`src/rtl/tgc_pkg.sv`:
```
package tgc_pkg;

  typedef enum logic [1:0] {
    STEP_HOLD = 2'd0,
    STEP_UP   = 2'd1,
    STEP_DOWN = 2'd2
  } step_e;

  // signed triangle value for phase p: 0 -> +q -> -q -> toward 0
  function automatic int tri_level(input int p, input int q);
    if (p < q)          return p;
    else if (p < 3 * q) return 2 * q - p;
    else                return p - 4 * q;
  endfunction

  function automatic int mag(input int v);
    return (v < 0) ? -v : v;
  endfunction

  function automatic step_e step_decide(input int sum, input int dead);
    if (sum > dead)  return STEP_UP;
    if (sum < -dead) return STEP_DOWN;
    return STEP_HOLD;
  endfunction

endpackage

```
`src/rtl/tgc_tri_gen.sv`:
```
module tgc_tri_gen
  import tgc_pkg::*;
#(
  parameter int QUARTER   = 8,
  parameter int AMP_SHIFT = 2,
  parameter int TC_W      = 7,
  parameter int PH_W      = 5
) (
  input  logic            clk,
  input  logic            rst_n,
  input  logic            en,
  output logic [TC_W-1:0] test_code,
  output logic            pos_half,
  output logic            period_end
);
  localparam int PERIOD = 4 * QUARTER;
  localparam int STEP   = 1 << AMP_SHIFT;
  localparam logic [TC_W-1:0] MID = TC_W'(QUARTER << AMP_SHIFT);

  logic [PH_W-1:0] phase_q;

  assign period_end = en && (int'(phase_q) == PERIOD - 1);
  assign pos_half   = int'(phase_q) < 2 * QUARTER;
  assign test_code  = TC_W'((tri_level(int'(phase_q), QUARTER) + QUARTER) << AMP_SHIFT);

  always_ff @(posedge clk or negedge rst_n) begin
    if (!rst_n)                  phase_q <= '0;
    else if (!en || period_end)  phase_q <= '0;
    else                         phase_q <= phase_q + 1'b1;
  end

  // consecutive enabled cycles move the code by exactly one step
  p_tri_step_r1: assert property (@(posedge clk) disable iff (!rst_n)
    ($past(en) && $past(rst_n)) |->
      ((int'(test_code) - int'($past(test_code)) == STEP) ||
       (int'(test_code) - int'($past(test_code)) == -STEP)));

  // disabled phase parks the code at the midpoint
  p_idle_mid_r7: assert property (@(posedge clk) disable iff (!rst_n)
    !en |=> (test_code == MID));

endmodule

```
`src/rtl/tgc_correlator.sv`:
```
module tgc_correlator #(
  parameter int SAMPLE_W = 12,
  parameter int ACC_W    = 18
) (
  input  logic                       clk,
  input  logic                       rst_n,
  input  logic                       clear,
  input  logic                       pos_half,
  input  logic                       period_end,
  input  logic signed [SAMPLE_W-1:0] sample,
  output logic signed [ACC_W-1:0]    sum
);
  logic signed [ACC_W-1:0] acc_q;
  logic signed [ACC_W-1:0] ext;
  logic signed [ACC_W-1:0] contrib;

  assign ext     = {{(ACC_W-SAMPLE_W){sample[SAMPLE_W-1]}}, sample};
  assign contrib = pos_half ? ext : -ext;
  assign sum     = acc_q + contrib;

  always_ff @(posedge clk or negedge rst_n) begin
    if (!rst_n)                   acc_q <= '0;
    else if (clear || period_end) acc_q <= '0;
    else                          acc_q <= sum;
  end

  // a clear request empties the running correlation
  p_clear_empty_r7: assert property (@(posedge clk) disable iff (!rst_n)
    clear |=> (acc_q == '0));

  // a fresh window starts from exactly one weighted sample
  p_window_start_r2: assert property (@(posedge clk) disable iff (!rst_n)
    (period_end && !clear) |=> (sum == contrib));

endmodule

```
`src/rtl/tgc_gain_step.sv`:
```
module tgc_gain_step
  import tgc_pkg::*;
#(
  parameter int GAIN_W    = 5,
  parameter int GAIN_INIT = 16,
  parameter int ACC_W     = 18,
  parameter int DB_W      = 16
) (
  input  logic                    clk,
  input  logic                    rst_n,
  input  logic                    eval,
  input  logic signed [ACC_W-1:0] sum,
  input  logic [DB_W-1:0]         dead,
  input  logic                    ovr_en,
  input  logic [GAIN_W-1:0]       ovr_code,
  output logic [GAIN_W-1:0]       gain
);
  localparam logic [GAIN_W-1:0] G_MAX = '1;

  step_e dir;
  logic  in_band;

  assign in_band = mag(int'(sum)) <= int'({1'b0, dead});
  assign dir     = eval ? step_decide(int'(sum), int'({1'b0, dead})) : STEP_HOLD;

  always_ff @(posedge clk or negedge rst_n) begin
    if (!rst_n) gain <= GAIN_W'(GAIN_INIT);
    else if (ovr_en) gain <= ovr_code;
    else begin
      case (dir)
        STEP_UP:   if (gain != G_MAX) gain <= gain + 1'b1;
        STEP_DOWN: if (gain != '0)    gain <= gain - 1'b1;
        default:   gain <= gain;
      endcase
    end
  end

  // override loads the forced value
  p_override_r8: assert property (@(posedge clk) disable iff (!rst_n)
    ovr_en |=> (gain == $past(ovr_code)));

  // residue inside the dead-band leaves the code alone
  p_dead_hold_r5: assert property (@(posedge clk) disable iff (!rst_n)
    (eval && in_band && !ovr_en) |=> $stable(gain));

  // no movement away from a period end
  p_only_at_end_r3: assert property (@(posedge clk) disable iff (!rst_n)
    (!eval && !ovr_en) |=> $stable(gain));

  // at most one step at a time
  p_one_step_r3: assert property (@(posedge clk) disable iff (!rst_n)
    !ovr_en |=> ((int'(gain) - int'($past(gain)) <= 1) &&
                 (int'($past(gain)) - int'(gain) <= 1)));

  // no wrap at either end
  p_no_wrap_top_r4: assert property (@(posedge clk) disable iff (!rst_n)
    (gain == G_MAX && !ovr_en) |=> (gain != '0));
  p_no_wrap_bot_r4: assert property (@(posedge clk) disable iff (!rst_n)
    (gain == '0 && !ovr_en) |=> (gain != G_MAX));

endmodule

```
`src/rtl/tsig_gain_cal.sv`:
```
module tsig_gain_cal #(
  parameter int QUARTER   = 8,
  parameter int AMP_SHIFT = 2,
  parameter int SAMPLE_W  = 12,
  parameter int GAIN_W    = 5,
  parameter int GAIN_INIT = 16,
  parameter int DB_W      = 16,
  parameter int TC_W      = $clog2(((2 * QUARTER) << AMP_SHIFT) + 1)
) (
  input  logic                       clk,
  input  logic                       rst_n,
  input  logic                       cal_en,
  input  logic signed [SAMPLE_W-1:0] integ_sample,
  input  logic [DB_W-1:0]            dead_band,
  input  logic                       ovr_en,
  input  logic [GAIN_W-1:0]          ovr_code,
  output logic [TC_W-1:0]            test_code,
  output logic [GAIN_W-1:0]          gain_code,
  output logic [GAIN_W-1:0]          bias_code
);
  localparam int PERIOD = 4 * QUARTER;
  localparam int PH_W   = $clog2(PERIOD);
  localparam int ACC_W  = SAMPLE_W + PH_W + 1;
  localparam logic [GAIN_W-1:0] G_MAX = '1;

  logic pos_half;
  logic period_end;
  logic corr_clear;
  logic step_eval;
  logic signed [ACC_W-1:0] corr_sum;

  assign corr_clear = !cal_en || ovr_en;
  assign step_eval  = period_end && !ovr_en;

  tgc_tri_gen #(
    .QUARTER(QUARTER), .AMP_SHIFT(AMP_SHIFT), .TC_W(TC_W), .PH_W(PH_W)
  ) u_tri (
    .clk(clk), .rst_n(rst_n), .en(cal_en),
    .test_code(test_code), .pos_half(pos_half), .period_end(period_end)
  );

  tgc_correlator #(.SAMPLE_W(SAMPLE_W), .ACC_W(ACC_W)) u_corr (
    .clk(clk), .rst_n(rst_n), .clear(corr_clear), .pos_half(pos_half),
    .period_end(period_end), .sample(integ_sample), .sum(corr_sum)
  );

  tgc_gain_step #(
    .GAIN_W(GAIN_W), .GAIN_INIT(GAIN_INIT), .ACC_W(ACC_W), .DB_W(DB_W)
  ) u_step (
    .clk(clk), .rst_n(rst_n), .eval(step_eval), .sum(corr_sum),
    .dead(dead_band), .ovr_en(ovr_en), .ovr_code(ovr_code), .gain(gain_code)
  );

  assign bias_code = G_MAX - gain_code;

  // bias moves opposite to gain
  p_bias_mirror_r6: assert property (@(posedge clk) disable iff (!rst_n)
    ($past(rst_n) && (gain_code > $past(gain_code))) |-> (bias_code < $past(bias_code)));

  // disabled calibration holds the gain
  p_idle_hold_r7: assert property (@(posedge clk) disable iff (!rst_n)
    (!cal_en && !ovr_en) |=> $stable(gain_code));

endmodule

```
`config.mk`:
```
export PLATFORM = sky130hd
export DESIGN_NAME = tsig_gain_cal
export DESIGN_NICKNAME = d
export VERILOG_FILES = /design/src/rtl/tgc_pkg.sv /design/src/rtl/tgc_tri_gen.sv /design/src/rtl/tgc_correlator.sv /design/src/rtl/tgc_gain_step.sv /design/src/rtl/tsig_gain_cal.sv
export SDC_FILE = /design/constraint.sdc
export NUM_CORES = 1
export LEC_CHECK = 0
export BUFFER_PORTS_ARGS = -buffer_cell sky130_fd_sc_hd__buf_2
export CORE_MARGIN = 2
export CORE_UTILIZATION = 40
export CTS_CLUSTER_DIAMETER = 40
export DETAILED_ROUTE_END_ITERATION = 12
export MAX_ROUTING_LAYER = met4
export SYNTH_ARGS = -nofsm -noshare
export SYNTH_HDL_FRONTEND = slang
export SYNTH_SLANG_ARGS = --single-unit
```
`constraint.sdc`:
```
create_clock -name clk -period 13.75 [get_ports clk]
set_clock_uncertainty 0.1 [all_clocks]
set_input_delay 2.75 -clock clk [delete_from_list [all_inputs] [get_ports clk]]
set_output_delay 2.75 -clock clk [all_outputs]
set_load 0.02 [all_outputs]
```
==> metrics.txt <==
post-CTS setup-driven buffer insertion count 0; measured slew at the worst slew-check pin 0.978 ns; CP Class input port to register; RePlAce Congestion 0.893; Max-cap violations 0; register bit count reported by yosys 28; final sum of negative setup slack 0 ns; register area share after synthesis 18.1%; start of the worst register-to-register path u_tri.phase_q[0]$_DFF_PN0_; clock tree from TritonCTS yes; yosys warns 0; proportion of register bits with asynchronous set or reset after synthesis 100%; I/O pin total 54; max-slew violation total from the final report 0; Worst path top cell family by delay simple AND/OR/NAND/NOR gates; Critical Path Max Stage Delay ~0.79 ns; standard cell with the maximum stage delay on the critical path sky130_fd_sc_hd__xnor2_2; number of design rule violations left after detail routing 0; detailed-route wire length 9120 um; final setup violating endpoints 0; TritonCTS buffer count 3; Vias/cell 5.44; final-stage net count 636; count of filler cells inserted in the layout 960; cell type contributing the most total cell area after synthesis sky130_fd_sc_hd__ha_1; placed wire-length estimate after detailed placement 7460 um; number of cells produced by synthesis 481; maximum buffer depth of the clock tree 2; buffers added on ports 51; chip width 102 um; peak clock frequency supported by timing 0.120 GHz; DRT iter0 DRCs 110; Site Rows 35; final routed wire length divided by cell count ~14 um; static leakage power ~2.0 nW; Reg2Reg Depth 27; Final Hold Violating Endpoints 0; power per cell area slightly above 80 nW/um^2; H-Tree Depth 1; RSZ-0062 raised after global routing false; peak supply drop 0.0364 mV; type of the most critical hold path register to register; number of vias after detailed routing approximately 3600; type of destination of the critical path register; most common cell after layout, fill and taps aside sky130_fd_sc_hd__ha_1; number of distinct library cell variants in the gate-level netlist after synthesis 58; data required time at the worst endpoint 13.86 ns; most frequent cells in the layout sky130_fd_sc_hd__ha_1 (71), sky130_fd_sc_hd__nor2_1 (51), sky130_fd_sc_hd__buf_2 (51); wire length of the first global-routing pass 15600 um; worst rel slew slack 34.5%; number of global-route vias before repair 3434; fraction of post-synthesis cell area in the top cell type by area 22.9%; core area around 9300 sq um; maximum number of pins on one net before global-route repair 29; Setup crit start kind input port; flop2flop setup slack about 7 ns; endpoint of the worst setup timing path u_step.gain[2]$_DFFE_PN0P_; full die area around 11000 sq um; critical path launch point integ_sample[5]; final critical path time including I/O delays and setup 8.37 ns; post-cts gate resize count 0; clock root buffer master sky130_fd_sc_hd__clkbuf_8; Post-synth EDFFs 0; final non-filler cell total 655; clock insertion delay at the later pin of the skew report approximately 0.28 ns; count of antenna-violating nets left after detailed routing 0; aggregate global routing overflow 0; Reg clk slew, reported paths roughly 0.090 ns; fraction of layout cells with a size suffix above 1 12.9%; # hold bufs at CTS 0; starting utilization of the core area about two fifths; area taken by multi-input logic gates 2960 sq um; Avg Synthesized Cell Area 8.06 sq um; cells traversed along the worst timing path buf_2 > or3_1 > or3_1 > o41ai_1 > xnor2_1 > ha_1 > nand3_1 > a211oi_1 > a21o_1 > a31oi_4 > xnor2_2 > ha_1 > a21oi_1 > o221ai_1 > a31oi_1 > o221ai_1 > nor3_1 > o21ai_2 > xnor2_1 > ha_1 > nor2_1 > mux2i_1 > or3b_1 > nand4_1; Ant. Diodes 0; area used by sequential logic in the layout about 700 sq um; Tot Pwr 0.000351 W; leading cell types by total area after synthesis sky130_fd_sc_hd__ha_1 (23%), sky130_fd_sc_hd__dfrtp_1 (17%), sky130_fd_sc_hd__xnor2_1 (8.1%), sky130_fd_sc_hd__nor2_1 (4.9%), sky130_fd_sc_hd__inv_1 (4.3%); CTS sink cnt 28; number of cells in the design after placement 651; Layout Area Growth over Synthesis 10.9%; critical path depth 24; Data arrival, critical path 8.48 ns; router iterations before antenna repair 5; worst reg2reg endpoint u_step.gain[2]$_DFFE_PN0P_; final period utilization 60.8%; overall fraction of global-route tracks in use 18.8%; y dimension of the die a little over 100 um; total standard cell area after synthesis 3880 sq um; count of buffering cells on the critical path with inverters included 1; number of antenna violations at the first check in global routing 0; predominant post-synthesis flop cell sky130_fd_sc_hd__dfrtp_1; run status complete, no violations; critical path's most frequent cell sky130_fd_sc_hd__ha_1; CP max FO 20
## report_power, final
part	internal [W]	total (W)	switching [W]
Combinational	0.0000828	0.000204	0.000121
Sequential	0.0000897	0.0000951	0.00000535
Clock	0.0000257	0.0000522	0.0000265
Total	0.000198	0.000351	0.000153
## cell usage after synthesis (all sizes together) (2+ instances only)
cell / number
nand3: 19
dfrtp: 27
xor2: 7
or3: 8
clkbuf: 8
nor3: 7
mux2i: 3
o211ai: 8
ha: 71
or2: 2
a31oi: 4
o221ai: 3
a21oi: 28
o31a: 2
a21boi: 3
nand2b: 8
nor2: 51
o21bai: 6
o21ai: 26
and3: 2
a21o: 10
nor4: 8
xnor2: 37
nand2: 23
a211o: 2
nor3b: 12
buf: 3
nand4: 11
a221oi: 2
inv: 44
o31ai: 3
nor2b: 6
a211oi: 10
## state kept, by name, summed over array words and instances (netlist names)
name           count
u_step.gain        5
u_tri.phase_q      5
u_corr.acc_q      18
## area by class of cell
class | instances | share of cell area (%)
multi-input combinational | 399 | 68.9
sequential | 28 | 16.3
timing repair buffer | 51 | 5.93
inverter | 44 | 3.84
tap | 129 | 3.75
clock buffer | 4 | 1.28
## per-layer routing
layer  vias up  GRT usage [%]  part of all wire, %
li1       1828              -                    -
met1      1648           24.8                   47
met2        84           32.1                   48
met3         6           2.12                  4.1
met4         0           1.85                 0.63
met5         -              -                    0
## worst register-to-register path, delay by kind of cell, from the launching register on
| kind | cells | cell delay, ns |
|---|---|---|
| mux | 1 | 0.10 |
| buf+inv | 1 | 0.09 |
| xor+xnor | 2 | 0.51 |
| flops | 1 | 0.46 |
| simple gates | 10 | 1.99 |
| compound gates | 9 | 2.06 |
| fa+ha+maj | 4 | 1.29 |
## worst min path at each step
stage	startpoint	end	slack, ns	cells past startpoint
5_1_grt	u_tri.phase_q[0]$_DFF_PN0_	u_tri.phase_q[0]$_DFF_PN0_	0.51	1
6_report	u_tri.phase_q[0]$_DFF_PN0_	u_tri.phase_q[0]$_DFF_PN0_	0.47	1
3_3_place_gp	u_tri.phase_q[0]$_DFF_PN0_	u_tri.phase_q[0]$_DFF_PN0_	0.46	1
3_5_place_dp	u_tri.phase_q[0]$_DFF_PN0_	u_tri.phase_q[0]$_DFF_PN0_	0.46	1
4_1_cts	u_tri.phase_q[0]$_DFF_PN0_	u_tri.phase_q[0]$_DFF_PN0_	0.48	1
2_1_floorplan	u_tri.phase_q[0]$_DFF_PN0_	u_tri.phase_q[0]$_DFF_PN0_	0.41	1
## cells by family after synthesis
group                    count (synthesis)  share of synthesized area [%]
AO/OA/AOI/OAI                          115                           19.7
AND/OR/NAND/NOR                        163                           21.9
adder cells (fa/ha/maj)                 72                           23.4
multiplexers                             3                          0.774
other                                    1                         0.0967
XOR/XNOR                                44                           10.3
flip-flops                              28                           18.1
buffers and inverters                   55                           5.61
## through the flow
step / cell area (sq um) / hold slack (ns) / util [%] / worst slack [ns]
floorplan: 3880 / 0.413 / - / 5.82
finish: 4300 / 0.472 / 46.1 / 5.38
global route: 4300 / 0.510 / 46.1 / 4.74
global placement: 4250 / 0.461 / 45.5 / 5.23
CTS: 4300 / 0.478 / 46.1 / 5.37
detailed placement: 4250 / 0.463 / 45.5 / 5.08
(Power assumes the default switching activity.)
